## src/rtl/cfg_pkg.sv

```systemverilog
package cfg_pkg;
  localparam logic [7:0] IDX_DEVSEL    = 8'h07;
  localparam logic [7:0] IDX_BANK_LO   = 8'h30;
  localparam logic [7:0] IDX_ACTIVATE  = 8'h30;
  localparam logic [7:0] IDX_IOBASE_HI = 8'h60;
  localparam logic [7:0] IDX_IOBASE_LO = 8'h61;
  localparam logic [7:0] IDX_IRQ       = 8'h70;
  localparam logic [7:0] IDX_DMA       = 8'h74;

  localparam int IOBASE_W = 16;
  localparam int IRQ_W    = 4;
  localparam int DMA_W    = 3;

  typedef struct packed {
    logic                activate;
    logic [IOBASE_W-1:0] iobase;
    logic [IRQ_W-1:0]    irq;
    logic [DMA_W-1:0]    dma;
  } dev_cfg_t;
endpackage

```

## src/rtl/cfg_addr_decode.sv

```systemverilog
module cfg_addr_decode #(
  parameter logic [15:0] BASE_A = 16'h002E,
  parameter logic [15:0] BASE_B = 16'h004E
) (
  input  logic        clk,
  input  logic        rst_n,
  input  logic        strap_sel,
  input  logic [15:0] io_addr,
  input  logic        io_rd,
  input  logic        io_wr,
  output logic        strap_lat,
  output logic        sel_index,
  output logic        sel_data
);
  localparam logic [15:0] DATA_A = BASE_A + 16'd1;
  localparam logic [15:0] DATA_B = BASE_B + 16'd1;

  logic        strap_q;
  logic [15:0] idx_addr;
  logic [15:0] dat_addr;
  logic        strobe;

  always_ff @(posedge clk) begin
    if (!rst_n) strap_q <= strap_sel;
  end

  always_comb begin
    idx_addr  = strap_q ? BASE_B : BASE_A;
    dat_addr  = strap_q ? DATA_B : DATA_A;
    strobe    = io_rd | io_wr;
    sel_index = strobe && (io_addr == idx_addr);
    sel_data  = strobe && (io_addr == dat_addr);
  end

  assign strap_lat = strap_q;
endmodule

```

## src/rtl/cfg_global_regs.sv

```systemverilog
module cfg_global_regs #(
  parameter int NUM_DEV = 9,
  localparam int SEL_W  = (NUM_DEV > 1) ? $clog2(NUM_DEV) : 1
) (
  input  logic             clk,
  input  logic             rst_n,
  input  logic             idx_we,
  input  logic             dat_we,
  input  logic [7:0]       wdata,
  output logic [7:0]       idx_q,
  output logic [SEL_W-1:0] devsel_q,
  output logic [7:0]       glb_rdata
);
  import cfg_pkg::*;
  localparam logic [7:0] NDEV8 = 8'(NUM_DEV);

  logic sel_ok;

  assign sel_ok = (wdata < NDEV8);

  always_ff @(posedge clk) begin
    if (!rst_n) begin
      idx_q    <= 8'h00;
      devsel_q <= '0;
    end else begin
      if (idx_we) idx_q <= wdata;
      if (dat_we && idx_q == IDX_DEVSEL && sel_ok)
        devsel_q <= wdata[SEL_W-1:0];
    end
  end

  always_comb begin
    glb_rdata = 8'h00;
    if (idx_q == IDX_DEVSEL) glb_rdata = 8'(devsel_q);
  end
endmodule

```

## src/rtl/cfg_dev_bank.sv

```systemverilog
module cfg_dev_bank (
  input  logic              clk,
  input  logic              rst_n,
  input  logic              we,
  input  logic [7:0]        idx,
  input  logic [7:0]        wdata,
  output cfg_pkg::dev_cfg_t cfg,
  output logic [7:0]        rdata
);
  import cfg_pkg::*;

  dev_cfg_t cfg_q;

  always_ff @(posedge clk) begin
    if (!rst_n) begin
      cfg_q <= '0;
    end else if (we) begin
      case (idx)
        IDX_ACTIVATE:  cfg_q.activate      <= wdata[0];
        IDX_IOBASE_HI: cfg_q.iobase[15:8]  <= wdata;
        IDX_IOBASE_LO: cfg_q.iobase[7:0]   <= wdata;
        IDX_IRQ:       cfg_q.irq           <= wdata[IRQ_W-1:0];
        IDX_DMA:       cfg_q.dma           <= wdata[DMA_W-1:0];
        default: ;
      endcase
    end
  end

  always_comb begin
    case (idx)
      IDX_ACTIVATE:  rdata = {7'd0, cfg_q.activate};
      IDX_IOBASE_HI: rdata = cfg_q.iobase[15:8];
      IDX_IOBASE_LO: rdata = cfg_q.iobase[7:0];
      IDX_IRQ:       rdata = 8'(cfg_q.irq);
      IDX_DMA:       rdata = 8'(cfg_q.dma);
      default:       rdata = 8'h00;
    endcase
  end

  assign cfg = cfg_q;
endmodule

```

## src/rtl/cfg_index_port.sv

```systemverilog
module cfg_index_port #(
  parameter int          NUM_DEV = 9,
  parameter logic [15:0] BASE_A  = 16'h002E,
  parameter logic [15:0] BASE_B  = 16'h004E
) (
  input  logic                 clk,
  input  logic                 rst_n,
  input  logic                 strap_sel,
  input  logic [15:0]          io_addr,
  input  logic                 io_rd,
  input  logic                 io_wr,
  input  logic [7:0]           io_wdata,
  output logic [7:0]           io_rdata,
  output logic                 io_claim,
  output logic [NUM_DEV-1:0]   dev_active,
  output logic [NUM_DEV*16-1:0] dev_iobase,
  output logic [NUM_DEV*4-1:0] dev_irq,
  output logic [NUM_DEV*3-1:0] dev_dma
);
  import cfg_pkg::*;
  localparam int SEL_W = (NUM_DEV > 1) ? $clog2(NUM_DEV) : 1;

  logic             strap_lat;
  logic             sel_index;
  logic             sel_data;
  logic [7:0]       idx_q;
  logic [SEL_W-1:0] devsel_q;
  logic [7:0]       glb_rdata;
  logic             in_bank;
  logic [7:0]       bank_rdata;
  logic [7:0]       bank_rd [NUM_DEV];
  dev_cfg_t         bank_cfg [NUM_DEV];

  cfg_addr_decode #(.BASE_A(BASE_A), .BASE_B(BASE_B)) u_dec (
    .clk(clk), .rst_n(rst_n), .strap_sel(strap_sel), .io_addr(io_addr),
    .io_rd(io_rd), .io_wr(io_wr), .strap_lat(strap_lat),
    .sel_index(sel_index), .sel_data(sel_data)
  );

  cfg_global_regs #(.NUM_DEV(NUM_DEV)) u_glb (
    .clk(clk), .rst_n(rst_n),
    .idx_we(io_wr && sel_index),
    .dat_we(io_wr && sel_data && !in_bank),
    .wdata(io_wdata), .idx_q(idx_q), .devsel_q(devsel_q),
    .glb_rdata(glb_rdata)
  );

  assign in_bank = (idx_q >= IDX_BANK_LO);

  for (genvar d = 0; d < NUM_DEV; d++) begin : g_bank
    cfg_dev_bank u_bank (
      .clk(clk), .rst_n(rst_n),
      .we(io_wr && sel_data && in_bank && (devsel_q == SEL_W'(d))),
      .idx(idx_q), .wdata(io_wdata),
      .cfg(bank_cfg[d]), .rdata(bank_rd[d])
    );
    assign dev_active[d]         = bank_cfg[d].activate;
    assign dev_iobase[16*d +: 16] = bank_cfg[d].iobase;
    assign dev_irq[4*d +: 4]     = bank_cfg[d].irq;
    assign dev_dma[3*d +: 3]     = bank_cfg[d].dma;
  end

  always_comb begin
    bank_rdata = 8'h00;
    for (int d = 0; d < NUM_DEV; d++)
      if (devsel_q == SEL_W'(d)) bank_rdata = bank_rd[d];
  end

  always_comb begin
    io_claim = sel_index | sel_data;
    io_rdata = 8'h00;
    if (io_rd && sel_index)     io_rdata = idx_q;
    else if (io_rd && sel_data) io_rdata = in_bank ? bank_rdata : glb_rdata;
  end
endmodule

```

## config.mk

```make
export PLATFORM = sky130hd
export DESIGN_NAME = cfg_index_port
export DESIGN_NICKNAME = d
export VERILOG_FILES = /design/src/rtl/cfg_pkg.sv /design/src/rtl/cfg_addr_decode.sv /design/src/rtl/cfg_global_regs.sv /design/src/rtl/cfg_dev_bank.sv /design/src/rtl/cfg_index_port.sv
export SDC_FILE = /design/constraint.sdc
export NUM_CORES = 1
export LEC_CHECK = 0
export BUFFER_PORTS_ARGS = -buffer_cell sky130_fd_sc_hd__buf_2
export CAP_MARGIN = 40
export CORE_UTILIZATION = 40
export DETAILED_ROUTE_END_ITERATION = 6
export PLACE_DENSITY = 0.62
export SYNTH_ARGS = -nofsm -noshare
export SYNTH_HDL_FRONTEND = slang
export SYNTH_HIERARCHICAL = 1
export SYNTH_SLANG_ARGS = --single-unit
```

## constraint.sdc

```tcl
create_clock -name clk -period 3.6 [get_ports clk]
set_input_delay 0.18 -clock clk [delete_from_list [all_inputs] [get_ports clk]]
set_output_delay 0.18 -clock clk [all_outputs]
set_load 0.02 [all_outputs]
```

# Word level (Yosys, flattened, before mapping)
# Index checks and enable logic that the tools add are counted.
word_totals:
  reg_bits: 229
  output_inout_bits: 225
  inputBits: 29
  word_cells: 158
op_classes:
  muxes: 24
  order_cmp: 2
  bitwise_logic: 2
  eq_ne: 16
  n_reduce_logical: 66
ops:
  columns: ["cell", "count"]
  rows:
  - ["$pmux 8 s5", 9]
  - ["$mux 8", 12]
  - ["$reduce_and 2->1", 45]
  - ["$eq 16x16->1", 2]
  - ["$eq 8x7->1 const B", 4]
  - ["$logic_and 1x1->1", 19]
  - ["$eq 4x3->1 const B", 4]
  - ["$mux 7", 2]
  - ["$eq 4x2->1 const B", 2]
  - ["$eq 8x3->1 const B", 1]
  - ["$eq 8x6->1 const B", 1]
  - ["$ge 8x6->1 const B", 1]
  - ["$lt 8x4->1 const B", 1]
  - ["$eq 4x1->1 const B", 1]
  - ["$eq 4x4->1 const B", 1]
  - ["$logic_not 4->1", 1]
  - ["$mux 4", 1]
  - ["$or 1x1->1", 2]
  - ["$logic_not 1->1", 1]

# Longest topological paths before layout
# Gate-level depths: netlist of run 1.
logic_depth:
  depth_word: 14
  mapped_depth: 10
  depth_no_buf: 10

# By module
# Netlist of run 1, hierarchy kept.
by_module_without_submodules:
  columns: ["module", "area_each_um2", "instances", "cells_each"]
  rows:
  - ["cfg_dev_bank", 1172.4, 9, 125]
  - ["cfg_index_port", 1059.8, 1, 163]
  - ["cfg_global_regs", 570.5, 1, 58]
  - ["cfg_addr_decode", 121.4, 1, 13]

# Worst setup path before layout of run 1
# OpenSTA, ideal clock, no wires.
synth_path:
  path_kind: "reg-to-output"
  from: "register u_glb.idx_q[6]"
  to: "output port io_rdata[2]"
  t_arrival_ns: 3.080
  stages_incl_launch_ff: 9
  path_buffers: 0
  slack_ns: 0.340
  cell_sequence: "dfxtp_1 -> nor3b_1 -> nand2_1 -> o22ai_1 -> nor2b_1 -> o22ai_1 -> a21oi_1 -> a22oi_1 -> o41ai_1"
synth_rtl:
  columns: ["element", "line_no", "text"]
  rows:
  - ["start: declaration", "cfg_global_regs.sv:10", "output logic [7:0] idx_q,"]
  - ["start signal: assignment", "cfg_global_regs.sv:26", "if (idx_we) idx_q <= wdata;"]
  - ["end: declaration", "cfg_index_port.sv:13", "output logic [7:0] io_rdata,"]

==> out/summary.txt, run 1 <==
Run status: completed
Worst-case clock buffer depth: 3
CP Buf/Inv Count: 3
CP cell instances: buf_4 > nor4b_2 > buf_4 > nand2_1 > o22ai_2 > mux2i_1 > o221ai_1 > a22oi_1 > o41ai_2 > buf_2
Hold Path Origin: io_wdata[0]
Pwr Density: 357 nW/um^2
CP required: 3420 ps
Nets: 1,643
Initial antenna violation count: 0
Synth warnings: 6
Worst min path class: input port to flop
Max_cap viols: 0
Num CTS Buffers: 26
Pins Over Slew Limit: 0
Top cells by area, synth: dfxtp_1 (37%), mux2i_1 (26%), nand2_1 (10%)
N_diodes: 0
First-pass detailed-route iteration total: 7
Die extent in y: 177 um
Wire length per cell: 21.0 um
# rows: 63
Most common cell in the netlist: nand2_1
Die width: 177 um
Crit-path most repeated cell: buf_4
Min Hold Slack: 158 ps
Post-synth EDFFs: 1
CP Launch Point: u_glb/idx_q[7]
First DRT Iteration DRCs: 850
Filler cells: 2,845
Routed Antenna Nets: 0
Register bit total from synthesis: 229
Main combinational cell family by area after synthesis: multiplexers
First-pass GRT wire length: 62,900 um
Via count: 11,285
Reg-to-Reg Start: u_dec/strap_lat
Post-synth ARST share: 0
Largest net degree at the start of global routing: 129
Register area share after synthesis: 0.373
Num ports: 254
DP Area: 14,100 sq um
Top_reg_cell synth: dfxtp_1
Area leader, netlist: dfxtp_1
Routed WL: 42,400 um
Delay-heaviest family, CP: compound AO/OA/AOI/OAI gates
CP endpoint kind: output pin
Routability congestion estimate: 1.01
GRT overflow: 0
Final setup skew: 13.2 ps
CORE AREA: 30,000 sq um
Cells after Synth: 1,359
Mapped cell area: 12,300 sq um
Post-synthesis adder-cell area fraction: 0
Post-Synth Simple-Gate Area: 0.244
Hold Vio Cnt, Final: 0
Non-Filler Instances: 2,024
Startpoint Class: flop
P_leak: 6.05 nW
Slew @ Worst Pin: 885 ps
RSZ-0062 raised after global routing: false
Detailed placer's ending HPWL: 30,000 um
Minimum clock period: 3460 ps
DRC viols: 0
Final period util: 0.962
Max-Slew Margin vs Limit: 0.410
Critical Setup Path Class: flop to output pin
Post-synthesis mux area share: 0.280
CTS tree: yes
H-Tree Depth: 1
Top cell type's share of synthesized area: 0.371
Compound-Gate Fraction of Synth Area: 0.0619
Placement-stage worst setup slack: 341 ps
Synth cell count leaders: nand2_1 (340), mux2i_1 (323), dfxtp_1 (228)
XOR/XNOR Fraction of Synth Area: 0
Clk_lat worst skew: 530 ps
I/O Buffers: 253
Critical path's largest stage delay: 430 ps
Number of global-route vias before repair: 10,583
DR vias/cell: 5.58
Final setup violation count: 0
Share of layout cells above drive strength 1: 0.259
CP arrival: 3280 ps
Setup slack after layout: 138 ps
Synth unique cells: 61
Placed Cells: 1,973
Finished Cell Area: 15,100 sq um
Syn avg cell area: 9.05 sq um
Initial Util: 0.411
VDD IR max: 0.339 mV
Max Freq: 0.289 GHz
Die area: 31,500 sq um
Clock Sinks: 229
Area Growth Syn to Fin: 22.9%
TNS Setup: 0 ps
GRT Total Usage: 0.259
Root Driver: clkbuf_16
Slowest CP cell: o41ai_2
Crit path max fanout: 10
Clock Pin Slew Worst Setup and Hold Paths: 60 ps
[worst min-delay path, delay by kind of cell]
family	cells	cell delay (ps)
buf+inv	1	250
mux	1	70
simple gates	1	120
[per-stage QoR]
step                      utilization  power (mW)
after floorplan                     -        2.68
after global placement          0.471        2.76
after detailed placement        0.471        2.76
after CTS                       0.501        5.43
after global routing            0.505        5.55
final                           0.505        5.39
[sequential cells by signal (all words and copies together), names as in the netlist]
register           count
u_glb/idx_q            8
g_bank.u_bank/cfg    216
u_dec/strap_lat        1
u_glb/devsel_q         4
[cells in the final DEF (no fill, tap or decap), types with 4 or more instances in the layout]
| cell | Yosys | final |
|---|---|---|
| or4b_4 | 10 | 10 |
| a21oi_1 | 8 | 8 |
| nor3b_1 | 18 | 18 |
| buf_4 | 6 | 50 |
| nand2b_1 | 6 | 6 |
| inv_1 | 21 | 21 |
| nor4b_2 | 11 | 5 |
| o32ai_1 | 11 | 10 |
| nand4b_1 | 9 | 9 |
| nand3_1 | 21 | 21 |
| nand3b_1 | 9 | 9 |
| nor2_1 | 69 | 69 |
| conb_1 | 1 | 4 |
| mux2_2 | 13 | 13 |
| buf_2 | 41 | 252 |
| clkbuf_8 | 0 | 6 |
| nor4b_4 | 0 | 6 |
| dfxtp_1 | 228 | 222 |
| o21ai_0 | 10 | 10 |
| and4_1 | 10 | 10 |
| clkbuf_1 | 33 | 9 |
| mux2_1 | 4 | 4 |
| o21ai_1 | 4 | 4 |
| nor3_1 | 10 | 10 |
| nor3_2 | 9 | 9 |
| nor2b_1 | 22 | 22 |
| nor4_4 | 9 | 9 |
| clkbuf_16 | 0 | 27 |
| a22oi_1 | 18 | 18 |
| nand2_1 | 340 | 339 |
| o22ai_1 | 32 | 30 |
| mux2i_1 | 323 | 323 |
[metal layers]
layer	part of all wire	up-vias	routed length (um)	GRT usage
li1	-	5322	-	-
met1	0.44	5483	18700	0.353
met2	0.47	422	20100	0.430
met3	0.064	58	2710	0.0353
met4	0.021	0	911	0.0645
met5	0	-	0	0
[kinds of logic after synthesis]
family / count (synthesis)
muxes: 341
buffers and inverters: 105
DFF: 229
and+or+nand+nor: 576
AOI/OAI and AO/OA: 107
other: 1
[report_power, final]
| part | total [mW] | internal (mW) | leakage, nW | switching (mW) |
|---|---|---|---|---|
| logic | 0.171 | 0.0380 | 3.78 | 0.133 |
| clock network | 2.69 | 1.62 | 0.428 | 1.06 |
| registers | 2.53 | 2.53 | 1.85 | 0.000493 |
| total | 5.39 | 4.20 | 6.05 | 1.20 |
[layout make-up]
class,count,area (sq um),area share
Sequential cell,229,4610,0.305
Multi-Input combinational cell,1028,7320,0.484
Clock inverter,7,92.6,0.00613
Tap cell,390,488,0.0323
Clock buffer,41,778,0.0515
Timing Repair Buffer,308,1750,0.116
Inverter,21,78.8,0.00522
[worst paths after layout]
kind | end | slack, ps | depth (start not counted)
max | io_rdata[2] | 140 | 10
min reg2reg | g_bank[1].u_bank/cfg[8] | 470 | 2
max reg2reg | g_bank[4].u_bank/cfg[12] | 590 | 10
min | u_glb/devsel_q[0] | 160 | 3
[what timing repair did]
item,CTS,global route
endpoints found under the hold margin,1,0
endpoints found under the setup margin,2,8
pin swaps,0,1
hold buffers,1,0
gates resized for setup,3,13
buffers inserted,0,2
Power figures use the tool's default switching activity.
==> run 2, diff against run 1 <==
--- a/config.mk
+++ b/config.mk
@@ -9,7 +9,7 @@
 export CAP_MARGIN = 40
 export CORE_UTILIZATION = 40
 export DETAILED_ROUTE_END_ITERATION = 6
-export PLACE_DENSITY = 0.62
+export PLACE_DENSITY = 0.65
 export SYNTH_ARGS = -nofsm -noshare
 export SYNTH_HDL_FRONTEND = slang
 export SYNTH_HIERARCHICAL = 1
==> constraint.sdc (replaced) <==
create_clock -name clk -period 2.85 [get_ports clk]
set_input_delay 0.1425 -clock clk [delete_from_list [all_inputs] [get_ports clk]]
set_output_delay 0.1425 -clock clk [all_outputs]
set_load 0.02 [all_outputs]
==> run 2 against run 1 <==
Effect of this change:
- the flow now finishes with violations (negative setup slack)
- wire length grew 4.0%
- flip-flop and latch count did not move
- combinational power increased by 31%
- via count rose by 4.0%
- final area is 9.6% higher
- sequential share of layout area is 2.7 points lower
- register-to-register slack lost 390 ps
- highest routed layer unchanged
==> out/summary.txt, run 2 (synthesis results as in run 1) <==
Num ports: 254
Worst-case clock buffer depth: 3
Worst hold path endpoint: u_glb/devsel_q[3]
N_diodes: 0
Clock Pin Slew Worst Setup and Hold Paths: 60 ps
GRT Total Usage: 0.272
Number of flip-flops under the largest register name: 216
RSZ-0062 raised after global routing: true
Sequential Power Share: 0.469
Cells on worst reg2reg path: 11
Slew @ Worst Pin: 639 ps
Detailed placer's ending HPWL: 30,700 um
Psw: 1.52 mW
Die area: 31,500 sq um
Initial antenna violation count: 0
# rows: 63
Max-Slew Margin vs Limit: 0.574
Largest net degree at the start of global routing: 92
Worst min path class: input port to flop
First DRT Iteration DRCs: 1,020
Commonest non-fill, non-tap cell in the layout: nand2_1
First-pass GRT wire length: 65,700 um
Pwr Density: 412 nW/um^2
Critical Setup Path Class: flop to output pin
Layout Utilization: 0.553
First-pass detailed-route iteration total: 7
CP endpoint kind: output pin
Clock group share of total power: 0.498
RR Endpoint: g_bank[1].u_bank/cfg[1]
Routed WL: 44,100 um
Area Growth Syn to Fin: 34.7%
DR vias/cell: 5.55
Run status: finished, violations left
Root Driver: clkbuf_16
Max_cap viols: 0
GRT overflow: 0
Routability congestion estimate: 1.03
Final setup violation count: 8
Hold path cells: 3
Routed Antenna Nets: 0
Min Hold Slack: 136 ps
CTS tree: yes
Die width: 177 um
Clock Sinks: 229
Hold Path Origin: io_wdata[3]
Share of layout cells above drive strength 1: 0.342
Most frequent cells in the layout: nand2_1 (334), mux2i_1 (318), buf_2 (244), dfxtp_1 (223), buf_4 (117)
Max Freq: 0.329 GHz
Hold Vio Cnt, Final: 0
Num CTS Buffers: 25
Startpoint Class: flop
Filler cells: 2,709
Final setup skew: 16.5 ps
Sw Ratio: 0.223
Internal: 5.31 mW
Setup slack after layout: -192 ps
CP cell instances: buf_8 > buf_6 > nor3b_4 > nand2_1 > buf_4 > o22ai_2 > mux2i_1 > o22a_1 > a211oi_2 > a211oi_1 > o21ai_1 > buf_4
VDD IR max: 0.345 mV
Reg2reg setup slack: 200 ps
Nets: 1,738
Crit-path most repeated cell: buf_4
DRC viols: 0
CP required: 2710 ps
Via count: 11,736
Reg-to-Reg Start: u_dec/strap_lat
Comb pwr share: 0.033
Initial Util: 0.411
Crit path max fanout: 5
Critical path's largest stage delay: 380 ps
Final period util: 1.07
Die extent in y: 177 um
P_leak: 6.69 nW
CORE AREA: 30,000 sq um
Failing checks: negative setup slack
Number of global-route vias before repair: 11,120
Clk_lat worst skew: 530 ps
Slowest CP cell: dfxtp_4
CP arrival: 2900 ps
Minimum clock period: 3040 ps
I/O Buffers: 253
H-Tree Depth: 1
Wire length per cell: 20.9 um
Pins Over Slew Limit: 0
[run 2: cell count changes in the layout (fill, tap and decap cells not counted), sizes merged]
cell      delta
buf         +95
clkbuf       -6
clkinv       -3
clkinvlp     +2
bufbuf       +1
bufinv       +1
[run 2: worst max-delay path, delay by kind of cell (launching register included)]
kind | cells | cell delay, ps
buf+inv | 4 | 620
mux | 1 | 130
simple gates | 2 | 310
compound gates | 5 | 930
flops | 1 | 380
[run 2: area by class of cell]
type                            instances  area (sq um)  share of cell area
Multi-Input combinational cell       1028          7770               0.469
Inverter                               21          78.8             0.00476
Clock buffer                           35           734              0.0443
Clock inverter                          7           115             0.00695
Tap cell                              390           488              0.0295
Timing Repair Buffer                  404          2770               0.167
Sequential cell                       229          4610               0.278
[run 2: worst max path at each step]
stage,start,end,slack (ps),cells after the start
floorplan,u_glb/idx_q[6],io_rdata[2],60,8
global placement,u_glb/idx_q[5],io_rdata[5],-50,11
detailed placement,u_glb/idx_q[5],io_rdata[5],-90,11
CTS,u_glb/idx_q[2],io_rdata[5],-230,12
global route,u_glb/idx_q[2],io_rdata[1],-240,12
finish,u_glb/idx_q[2],io_rdata[1],-190,12
[run 2: power by group through the flow]
| stage | Combinational (mW) | Sequential, mW | Clock [mW] |
|---|---|---|---|
| 6_report | 0.224 | 3.20 | 3.40 |
| 5_1_grt | 0.241 | 3.20 | 3.56 |
| 3_3_place_gp | 0.213 | 3.27 | 0 |
| 4_1_cts | 0.219 | 3.20 | 3.44 |
| 2_1_floorplan | 0.110 | 3.28 | 0 |
| 3_5_place_dp | 0.217 | 3.27 | 0 |
[run 2: per-layer routing]
metal / up-vias / global-route usage / wire (um)
li1: 5504 / - / -
met1: 5642 / 0.366 / 18800
met2: 516 / 0.448 / 20700
met3: 74 / 0.0458 / 3550
met4: 0 / 0.0702 / 1040
met5: - / 0 / 0
[run 2: through the flow]
step,power (mW),setup TNS (ps),area [sq um],instances,setup slack [ps]
4_1_cts,6.86,-1160,16300,2108,-233
3_5_place_dp,3.49,-85.7,14700,2031,-85.7
6_report,6.82,-1030,16600,2114,-192
3_3_place_gp,3.49,-52.9,14700,2031,-52.9
2_1_floorplan,3.39,0,12300,1362,57.0
5_1_grt,7.00,-1610,16600,2114,-238
[run 2: what timing repair did]
action / in CTS / in global routing
gates resized for setup: 96 / 53
cloned: 2 / 0
setup buffers: 32 / 6
endpoints found under the setup margin: 8 / 8
hold buffers: 1 / 0
pin swaps: 34 / 23
endpoints found under the hold margin: 1 / 0
==> run 3, diff against run 2 <==
--- a/config.mk
+++ b/config.mk
@@ -10,6 +10,7 @@
 export CORE_UTILIZATION = 40
 export DETAILED_ROUTE_END_ITERATION = 6
 export PLACE_DENSITY = 0.65
+export REMOVE_ABC_BUFFERS = 1
 export SYNTH_ARGS = -nofsm -noshare
 export SYNTH_HDL_FRONTEND = slang
 export SYNTH_HIERARCHICAL = 1
==> run 3 against run 2 <==
Effect of this change:
- the flow still finishes with violations (negative setup slack)
- sequential share of layout area rose by 0.43 points
- first-iteration DRC count hardly changed
- via count hardly changed
==> out/summary.txt, run 3 (synthesis results as in run 1) <==
CP required: 2710 ps
Filler cells: 2,703
Critical Setup Path Class: flop to output pin
Area Growth Syn to Fin: 32.7%
VDD IR max: 0.400 mV
Pwr Density: 419 nW/um^2
Startpoint Class: flop
Routed Antenna Nets: 0
GRT overflow: 0
Num ports: 254
Internal: 5.24 mW
Die extent in y: 177 um
Largest net degree at the start of global routing: 115
Number of global-route vias before repair: 11,079
Psw: 1.59 mW
Clock Sinks: 229
DRC viols: 0
Non-Filler Instances: 2,095
Hold Path Origin: rst_n
First DRT Iteration DRCs: 1,019
Slew @ Worst Pin: 641 ps
Root Driver: clkbuf_16
Worst min path class: input port to flop
Pins Over Slew Limit: 0
Run status: finished, violations left
Setup slack after layout: -170 ps
Final setup skew: 36.6 ps
Num CTS Buffers: 26
Slowest CP cell: or4b_4
Routed WL: 43,700 um
Placed Cells: 2,013
Sequential Power Share: 0.468
CORE AREA: 30,000 sq um
Die area: 31,500 sq um
Clock Pin Slew Worst Setup and Hold Paths: 60 ps
Comb pwr share: 0.031
Final setup violation count: 7
CP cell instances: buf_12 > buf_12 > or4b_4 > nor4_4 > buf_4 > and2_2 > nor2_1 > nor3_1 > a221o_1 > buf_4
Worst-case clock buffer depth: 3
Final period util: 1.06
Clock group share of total power: 0.501
CP arrival: 2880 ps
Max Freq: 0.331 GHz
Minimum clock period: 3020 ps
Max_cap viols: 0
Number of flip-flops under the largest register name: 216
Initial Util: 0.411
Hold Vio Cnt, Final: 0
First-pass GRT wire length: 65,100 um
Commonest non-fill, non-tap cell in the layout: nand2_1
CTS tree: yes
CP Launch Point: u_glb/idx_q[7]
Most frequent cells in the layout: nand2_1 (332), mux2i_1 (319), buf_2 (244), dfxtp_1 (221), buf_4 (102)
Clk_lat worst skew: 560 ps
N_diodes: 0
Crit path max fanout: 8
Nets: 1,714
Reg-to-Reg Start: u_dec/strap_lat
Failing checks: negative setup slack
Routability congestion estimate: 0.909
Critical path's largest stage delay: 550 ps
Wire length per cell: 20.9 um
# rows: 63
DR vias/cell: 5.61
Detailed placer's ending HPWL: 30,000 um
I/O Buffers: 253
First-pass detailed-route iteration total: 5
Max-Slew Margin vs Limit: 0.572
Placement-stage worst setup slack: 75.6 ps
Sw Ratio: 0.233
GRT Total Usage: 0.268
Die width: 177 um
P_leak: 6.57 nW
H-Tree Depth: 1
RSZ-0062 raised after global routing: true
CP endpoint kind: output pin
Via count: 11,745
Initial antenna violation count: 0
Share of layout cells above drive strength 1: 0.335
## run 3: area by class of cell
cell class              count  area (sq um)  area share
clock buffers              35           736      0.0450
clock inverters            13           135     0.00827
inverters                  21          78.8     0.00483
multi-input cells        1028          7800       0.478
flip-flops and latches    229          4620       0.283
well taps                 390           488      0.0299
repair buffers            379          2470       0.152
## run 3: worst max-delay path, delay by kind of cell (launching register included)
family | cells | cell delay, ps
flip-flops | 1 | 340
AO/OA/AOI/OAI | 1 | 170
AND/OR/NAND/NOR | 5 | 1190
buffers and inverters | 4 | 610
## run 3: metrics by stage
| step | setup TNS [ps] | power (mW) | area, sq um | utilization | hold WS (ps) |
|---|---|---|---|---|---|
| 2_1_floorplan | -237130 | 3.34 | 11900 | - | 241 |
| 3_5_place_dp | 0 | 3.48 | 14400 | 0.481 | 321 |
| 6_report | -667 | 6.84 | 16300 | 0.545 | 23.9 |
| 5_1_grt | -1300 | 7.03 | 16300 | 0.545 | 56.8 |
| 4_1_cts | -597 | 6.87 | 16100 | 0.537 | 24.5 |
| 3_3_place_gp | 0 | 3.48 | 14400 | 0.481 | 323 |
## run 3: what timing repair did
action	CTS	global route
cloned	0	0
setup buffers	25	8
endpoints found under the setup margin	8	21
endpoints found under the hold margin	1	0
pin swaps	33	26
hold buffers	1	0
resized for setup	109	42
## run 3: path summary, 6_finish.rpt
check / cells past startpoint / to / slack (ps)
worst max-delay path: 10 / io_rdata[0] / -170
worst min register to register: 2 / g_bank[1].u_bank/cfg[2] / 470
worst max register to register: 11 / g_bank[0].u_bank/cfg[4] / 150
worst min-delay path: 3 / g_bank[2].u_bank/cfg[9] / 20
## run 3: power groups by stage
stage                     clock network, mW  logic [mW]  registers (mW)
final                                  3.42       0.214            3.20
after global routing                   3.60       0.231            3.20
after detailed placement                  0       0.209            3.27
after floorplan                           0      0.0598            3.28
after global placement                    0       0.204            3.27
after CTS                              3.46       0.210            3.20
## run 3: metal layers
layer	wire, um	up-vias	part of all wire	global-route usage
met3	3520	96	0.080	0.0437
li1	-	5454	-	-
met5	0	-	0	0
met4	1520	0	0.035	0.0990
met2	19900	530	0.46	0.423
met1	18800	5665	0.43	0.366
